===== src/rtl/cbg_pkg.sv =====
package cbg_pkg;
    localparam int QDIV_W = 4;
    localparam int PH_W   = 2;
    localparam int CNT_W  = 8;

    typedef enum logic [1:0] {
        DUTY_25 = 2'b00,
        DUTY_50 = 2'b01,
        DUTY_75 = 2'b10,
        DUTY_50B = 2'b11
    } duty_e;

    // Number of high quarters for a duty code
    function automatic logic [PH_W-1:0] high_quarters(input logic [1:0] code);
        case (duty_e'(code))
            DUTY_25: return PH_W'(1);
            DUTY_75: return PH_W'(3);
            default: return PH_W'(2);
        endcase
    endfunction

    typedef struct packed {
        logic              run;
        logic              done;
        logic [QDIV_W-1:0] lim;
        logic [PH_W-1:0]   hq;
        logic [CNT_W-1:0]  len;
    } ctl_t;
endpackage


===== src/rtl/cbg_quarter_div.sv =====
module cbg_quarter_div #(
    parameter int W = 4
) (
    input  logic         clk,
    input  logic         rst_n,
    input  logic         clr,
    input  logic         run,
    input  logic [W-1:0] lim,
    output logic         tick,
    output logic [W-1:0] cnt
);
    logic [W-1:0] cnt_d, cnt_q;

    always_comb begin
        tick  = run && (cnt_q == lim);
        cnt_d = cnt_q;
        if (clr)       cnt_d = '0;
        else if (tick) cnt_d = '0;
        else if (run)  cnt_d = cnt_q + W'(1);
    end

    always_ff @(posedge clk or negedge rst_n) begin
        if (!rst_n) cnt_q <= '0;
        else        cnt_q <= cnt_d;
    end

    assign cnt = cnt_q;
endmodule


===== src/rtl/cbg_phase_gen.sv =====
module cbg_phase_gen #(
    parameter int W = 2
) (
    input  logic         clk,
    input  logic         rst_n,
    input  logic         clr,
    input  logic         tick,
    input  logic [W-1:0] hq,
    output logic         hi,
    output logic         fall,
    output logic [W-1:0] qtr
);
    logic [W-1:0] qtr_d, qtr_q;

    always_comb begin
        hi    = (qtr_q < hq);
        fall  = tick && (qtr_q == hq - W'(1));
        qtr_d = qtr_q;
        if (clr)       qtr_d = '0;
        else if (tick) qtr_d = qtr_q + W'(1);
    end

    always_ff @(posedge clk or negedge rst_n) begin
        if (!rst_n) qtr_q <= '0;
        else        qtr_q <= qtr_d;
    end

    assign qtr = qtr_q;
endmodule


===== src/rtl/cbg_pulse_cnt.sv =====
module cbg_pulse_cnt #(
    parameter int W = 8
) (
    input  logic         clk,
    input  logic         rst_n,
    input  logic         clr,
    input  logic         fall,
    input  logic [W-1:0] len,
    output logic         last
);
    logic [W-1:0] cnt_d, cnt_q;

    always_comb begin
        last  = fall && (cnt_q == len);
        cnt_d = cnt_q;
        if (clr)       cnt_d = '0;
        else if (fall) cnt_d = cnt_q + W'(1);
    end

    always_ff @(posedge clk or negedge rst_n) begin
        if (!rst_n) cnt_q <= '0;
        else        cnt_q <= cnt_d;
    end
endmodule


===== src/rtl/carrier_burst_gen.sv =====
module carrier_burst_gen
    import cbg_pkg::*;
(
    input  logic              clk,
    input  logic              rst_n,
    input  logic [QDIV_W-1:0] qdiv,
    input  logic [1:0]        duty,
    input  logic [CNT_W-1:0]  burst_len,
    input  logic              start,
    input  logic              key,
    output logic              carrier_out,
    output logic              burst_done
);
    ctl_t ctl_d, ctl_q;

    logic              go;
    logic              tick;
    logic              hi;
    logic              fall;
    logic              last;
    logic [QDIV_W-1:0] div_cnt;
    logic [PH_W-1:0]   qtr;

    cbg_quarter_div #(.W(QDIV_W)) u_qdiv (
        .clk  (clk),
        .rst_n(rst_n),
        .clr  (go),
        .run  (ctl_q.run),
        .lim  (ctl_q.lim),
        .tick (tick),
        .cnt  (div_cnt)
    );

    cbg_phase_gen #(.W(PH_W)) u_phase (
        .clk  (clk),
        .rst_n(rst_n),
        .clr  (go),
        .tick (tick),
        .hq   (ctl_q.hq),
        .hi   (hi),
        .fall (fall),
        .qtr  (qtr)
    );

    cbg_pulse_cnt #(.W(CNT_W)) u_pcnt (
        .clk  (clk),
        .rst_n(rst_n),
        .clr  (go),
        .fall (fall),
        .len  (ctl_q.len),
        .last (last)
    );

    always_comb begin
        go    = start && !ctl_q.run;
        ctl_d = ctl_q;
        if (go) begin
            ctl_d.run  = 1'b1;
            ctl_d.done = 1'b0;
            ctl_d.lim  = qdiv;
            ctl_d.hq   = high_quarters(duty);
            ctl_d.len  = burst_len;
        end else if (last) begin
            ctl_d.run  = 1'b0;
            ctl_d.done = 1'b1;
        end
    end

    always_ff @(posedge clk or negedge rst_n) begin
        if (!rst_n) ctl_q <= '{run: 1'b0, done: 1'b0, lim: '0, hq: PH_W'(2), len: '0};
        else        ctl_q <= ctl_d;
    end

    assign carrier_out = ctl_q.run && hi && key;
    assign burst_done  = ctl_q.done;
endmodule


===== config.mk =====
export PLATFORM = sky130hd
export DESIGN_NAME = carrier_burst_gen
export DESIGN_NICKNAME = d
export VERILOG_FILES = /design/src/rtl/cbg_pkg.sv /design/src/rtl/cbg_quarter_div.sv /design/src/rtl/cbg_phase_gen.sv /design/src/rtl/cbg_pulse_cnt.sv /design/src/rtl/carrier_burst_gen.sv
export SDC_FILE = /design/constraint.sdc
export NUM_CORES = 1
export LEC_CHECK = 0
export BUFFER_PORTS_ARGS = -buffer_cell sky130_fd_sc_hd__buf_2
export CAP_MARGIN = 20
export CORE_ASPECT_RATIO = 0.8
export CORE_UTILIZATION = 50
export DETAILED_ROUTE_END_ITERATION = 6
export GPL_ROUTABILITY_DRIVEN = 1
export HOLD_SLACK_MARGIN = 0.05
export PLACE_DENSITY = 0.82
export SLEW_MARGIN = 30
export SYNTH_ARGS = -nofsm -noshare
export SYNTH_HDL_FRONTEND = slang
export SYNTH_HIERARCHICAL = 1
export SYNTH_SLANG_ARGS = --single-unit

===== constraint.sdc =====
create_clock -name clk -period 2.45 [get_ports clk]
set_input_delay 0.1225 -clock clk [delete_from_list [all_inputs] [get_ports clk]]
set_output_delay 0.1225 -clock clk [all_outputs]
set_load 0.01 [all_outputs]

==> run summary, run 1 <==
Reg clk slew, reported paths = 60 ps
Buffers & Inverters on Critical Path = 1
Critical Path Sink Type = flop
Yosys reg bits = 30
Max stage delay cell, worst path = dfrtp_1
Tcrit/Tclk final = 0.907
# IOs = 20
Cell count after synthesis = 137
Drt pass-1 iters = 4
Initial Util = 0.546
Max-slew violation count = 0
Worst-skew pair later-pin latency = 280 ps
Leak Pwr = 0.829 nW
Commonest non-fill, non-tap cell in the layout = dfrtp_1
Fmax = 450 MHz
Delay-heaviest family, CP = simple AND/OR/NAND/NOR gates
EDFF count, synth = 0
Routed vias = 1102
Status = finished, final reports clean
WP data arrival = 2430 ps
Die Wd = 64.6 um
Critical setup path kind = reg -> reg
Syn_area_per_cell = 11.4 um2
Nets = 186
Placed Instances = 193
Largest net degree at the start of global routing = 31
Peak supply drop = 0.420 mV
Hold path startpoint = burst_len[0]
Setup crit start kind = flop
Mapped Nets = 159
Warnings, synthesis = 6
CTS tree = yes
Worst path max stage delay = 440 ps
Min Tclk post-route = 2220 ps
Row cnt = 17
Share of cells above drive strength 1 = 0.315
ANT nets after route = 0
Root Buffer = clkbuf_8
Beginning of the critical path = u_qdiv/cnt[2]
Drt total wl = 2.98 mm
Worst Path Required = 2660 ps
Sequence of cells on the critical path = xnor2_1, nand4_2, nor2_1, nor3b_2, buf_4, nand4_1, or3_1, a21oi_1
Mapped Area = 1570 um2
DR iter-0 viols = 53
First-pass GRT wire length = 4.84 mm
Die area = 3360 um2
Setup TNS = 0 ps
Post-synth top flop = dfrtp_1
Tightest Pin Transition = 673 ps
R2R setup slack = 230 ps
Routability cong. = 0.801
Vias in the first global route = 1111
Port Buf Inserts = 19
Worst clock skew = 6.06 ps
Max-slew headroom = 0.551
Grt ovf = 0
Yosys cell types = 35
Post-DR wirelength/cell = 14.7 um
Post-route non-filler standard cell count = 203
H-tree levels = 2
Total of max-cap violations = 0
Antenna violations before repair = 0
Sink Count = 30
Setup violations, final = 0
Via-per-instance ratio = 5.43
# DRC = 0
Commonest non-fill, non-tap cells in the layout = dfrtp_1 (29), buf_2 (19), nor2_1 (14), xnor2_1 (12)
Worst Hold Endpoint = ctl_q[0]
Cts bufs inserted = 5
Total power per unit cell area = 944 nW/um2
Post-CTS Setup Inserts = 0
Async set-reset flop share out of synthesis = 1.00
Max clock buf depth = 2
Inserted Diodes = 0
Worst r2r dst = u_pcnt/cnt_q[6]
Register area share after synthesis = 0.480
Worst R2R Path Depth = 8
Crit path max fanout = 6
Overall power = 0.00171 W
Die Y = 52.1 um
DP HPWL = 1.97 mm
Area growth from synthesis to layout = 15.6%
WHS Path Cells = 2
Reg2reg start = u_qdiv/cnt[2]
HP Class = in -> reg
Gr usage total = 0.199
RSZ-0062 raised after global routing = false
Core Box Area = 2870 um2
Final Hold Viols = 0
-- area by class of cell --
cell class	count	area (um2)
Inverter	6	22.5
Clock buffer	8	90.1
Multi-Input combinational cell	97	761
Fill cell	236	1060
Timing Repair Buffer	24	138
Tap cell	38	47.5
Sequential cell	30	752
-- how the worst max path moves through the flow --
stage / to / slack (ps) / cells past startpoint
after floorplan: u_pcnt/cnt_q[7] / 310 / 8
after global placement: u_pcnt/cnt_q[6] / 400 / 8
after detailed placement: u_pcnt/cnt_q[6] / 220 / 8
after CTS: u_pcnt/cnt_q[6] / 210 / 8
after global routing: u_pcnt/cnt_q[6] / 30 / 8
final: u_pcnt/cnt_q[6] / 230 / 8
-- flip-flops by register name (all words and copies together) (netlist names) --
register,flops
u_phase/qtr,2
burst_done,1
u_qdiv/cnt,4
ctl_q,15
u_pcnt/cnt_q,8
-- per-layer routing --
layer / vias up / share of wire / track usage
li1: 527 / - / -
met1: 542 / 0.47 / 0.238
met2: 28 / 0.47 / 0.325
met3: 5 / 0.047 / 0.0680
met4: 0 / 0.015 / 0.0963
met5: - / 0 / 0
-- where the power goes --
part           total (W)  internal (W)  switching, W
Clock           0.000407      0.000229      0.000178
Sequential      0.000781      0.000619      0.000162
Combinational   0.000522      0.000288      0.000234
Total            0.00171       0.00114      0.000574
-- logic make-up (layout without fill, tap and decap cells) --
group,after synthesis,after routing,share of synthesized area
flops,30,30,0.480
buf+inv,10,38,0.0439
mux,15,15,0.120
xor+xnor,18,18,0.109
fa+ha+maj,4,4,0.0320
simple gates,44,44,0.154
compound gates,16,16,0.0607
-- synthesized netlist by cell type (2+ instances only) --
master / number / area (um2)
ha_1: 4 / 50.1
dfrtp_1: 29 / 726
a21oi_1: 9 / 45.0
nor2_1: 14 / 52.6
and3_2: 2 / 15.0
nor3_1: 2 / 10.0
mux2_2: 6 / 67.6
nand4_1: 3 / 18.8
xor2_1: 3 / 26.3
inv_1: 6 / 22.5
mux2_4: 6 / 90.1
nand2_1: 9 / 33.8
nand3b_1: 2 / 15.0
nand3_1: 3 / 15.0
xnor2_1: 14 / 123
nand3_2: 2 / 20.0
o21ai_0: 2 / 10.0
mux2i_1: 3 / 30.0
buf_4: 2 / 15.0
-- repair_timing --
action	4_1_cts	5_1_grt
hold buffers	2	0
hold endpoints to repair	30	0
setup endpoints to repair	0	1
resized for setup	0	2
-- stage by stage --
stage,instance area [um2],setup WS (ps),utilization,hold slack [ps]
floorplan,1570,310,-,-173
global placement,1690,401,0.587,181
detailed placement,1690,220,0.587,191
CTS,1800,208,0.625,60.4
global route,1810,32.6,0.631,61.1
finish,1810,228,0.631,64.1
No activity file was read; power rests on OpenSTA's default activity.
==> inputs of run 2 (changes only) <==
==> constraint.sdc (replaced) <==
create_clock -name clk -period 2.7 [get_ports clk]
set_input_delay 0.135 -clock clk [delete_from_list [all_inputs] [get_ports clk]]
set_output_delay 0.135 -clock clk [all_outputs]
set_load 0.01 [all_outputs]
==> run 2 against run 1 <==
Setup slack improved by 120 ps. Clock power decreased by 8.8%. Register-to-register slack improved by 120 ps. Critical endpoint unchanged.
==> run summary, run 2 (synthesis results as in run 1) <==
Grt ovf = 0
Port Buf Inserts = 19
Pint = 0.00101 W
Leak Pwr = 0.816 nW
Area growth from synthesis to layout = 14.2%
Antenna violations before repair = 0
Sink Count = 30
Die Y = 52.1 um
Routability cong. = 0.810
Vias in the first global route = 1093
Register share of total power = 0.460
Share of cells above drive strength 1 = 0.305
Worst R2R Path Depth = 8
H-tree levels = 2
First-pass GRT wire length = 5.09 mm
Commonest non-fill, non-tap cell in the layout = dfrtp_1
WHS Path Cells = 2
Pre-CTS setup slack = 350 ps
Inserted Diodes = 0
Worst clock skew = 6.08 ps
Setup TNS = 0 ps
Drt total wl = 2.95 mm
DP HPWL = 2.05 mm
Total of max-cap violations = 0
# IOs = 20
Routed vias = 1088
# DRC = 0
Tcrit/Tclk final = 0.873
Setup violations, final = 0
Row cnt = 17
Die Wd = 64.6 um
Hold WS = 72.5 ps
Commonest non-fill, non-tap cells in the layout = dfrtp_1 (29), buf_2 (19), nor2_1 (14), xnor2_1 (14)
Peak supply drop = 0.383 mV
Worst-skew pair later-pin latency = 290 ps
Max clock buf depth = 2
Psw = 0.000512 W
Most flops, register = ctl_q
Worst Path Required = 2910 ps
DR iter-0 viols = 54
Post-CTS Setup Inserts = 0
Clk pwr share = 0.244
Final worst setup slack = 344 ps
CTS tree = yes
Reg clk slew, reported paths = 60 ps
Crit path max fanout = 6
Drt pass-1 iters = 4
HP Class = in -> reg
FF+latch area = 752 um2
Status = finished, final reports clean
Total power per unit cell area = 851 nW/um2
Die area = 3360 um2
Switching Fraction = 0.336
Max reg flops = 15
Root Buffer = clkbuf_8
Initial Util = 0.546
Min Tclk post-route = 2360 ps
Fmax = 424 MHz
Area of the multi-input gates = 746 um2
Nets = 185
Combinational share of power = 0.296
WP data arrival = 2570 ps
# fillers = 235
Core Box Area = 2870 um2
RSZ-0062 raised after global routing = false
Cts bufs inserted = 5
Critical Path Sink Type = flop
Via-per-instance ratio = 5.39
Max-slew violation count = 0
Largest net degree at the start of global routing = 31
Post-DR wirelength/cell = 14.6 um
ANT nets after route = 0
Critical setup path kind = reg -> reg
Gr usage total = 0.215
Final Hold Viols = 0
Tightest Pin Transition = 658 ps
Max-slew headroom = 0.561
Setup crit start kind = flop
-- run 2: cell types whose count changed in the layout (fill, tap and decap cells not counted), sizes merged --
| cell | before | now |
|---|---|---|
| buf | 22 | 21 |
| clkinv | 0 | 1 |
| clkbuf | 8 | 7 |
-- run 2: layout make-up --
class,count,share of cell area
Sequential cell,30,0.420
Clock buffer,7,0.0483
Multi-Input combinational cell,97,0.417
Tap cell,38,0.0266
Timing Repair Buffer,23,0.0727
Clock inverter,1,0.00280
Inverter,6,0.0126
-- run 2: final timing paths --
kind / startpoint / end / slack [ps]
max: u_qdiv/cnt[0] / u_pcnt/cnt_q[6] / 340
min: qdiv[2] / ctl_q[12] / 70
max reg2reg: u_qdiv/cnt[0] / u_pcnt/cnt_q[6] / 340
min reg2reg: ctl_q[9] / ctl_q[9] / 480
max in group asynchronous: rst_n / u_pcnt/cnt_q[6] / 1860
min in group asynchronous: rst_n / u_pcnt/cnt_q[3] / 410
-- run 2: worst max-delay path, cell delays in order (launching register included) --
cell     delay, ps
dfrtp_1        430
xnor2_1        270
nand4_2        220
nor2_1         270
nor3b_2        240
buf_4          170
nand4_1        160
or3_1          380
a21oi_1        140
-- run 2: metal layers --
metal  routed length, um  GRT usage  vias to the layer above
met5                   0          0                        -
met2                1390      0.339                       21
li1                    -          -                      525
met4                  43     0.0778                        0
met3                 161     0.0943                        7
met1                1360      0.262                      535
-- run 2: what timing repair did --
action | in CTS | in global routing
hold buffers | 2 | 0
hold endpoints to repair | 30 | 0
gates resized for setup | 0 | 0
-- run 2: per-stage QoR --
stage               instance area (um2)  utilization  std cells  total power [W]
finish                             1790        0.623        202          0.00152
global route                       1790        0.623        202          0.00163
CTS                                1790        0.623        202          0.00153
detailed placement                 1680        0.584        192          0.00115
global placement                   1680        0.584        192          0.00111
floorplan                          1570            -        137          0.00103
-- run 2: power groups by stage --
stage	clock (W)	combinational (W)	sequential [W]
3_5_place_dp	0	0.000446	0.000707
5_1_grt	0.000401	0.000510	0.000721
2_1_floorplan	0	0.000354	0.000675
4_1_cts	0.000378	0.000453	0.000700
3_3_place_gp	0	0.000417	0.000692
6_report	0.000371	0.000451	0.000701
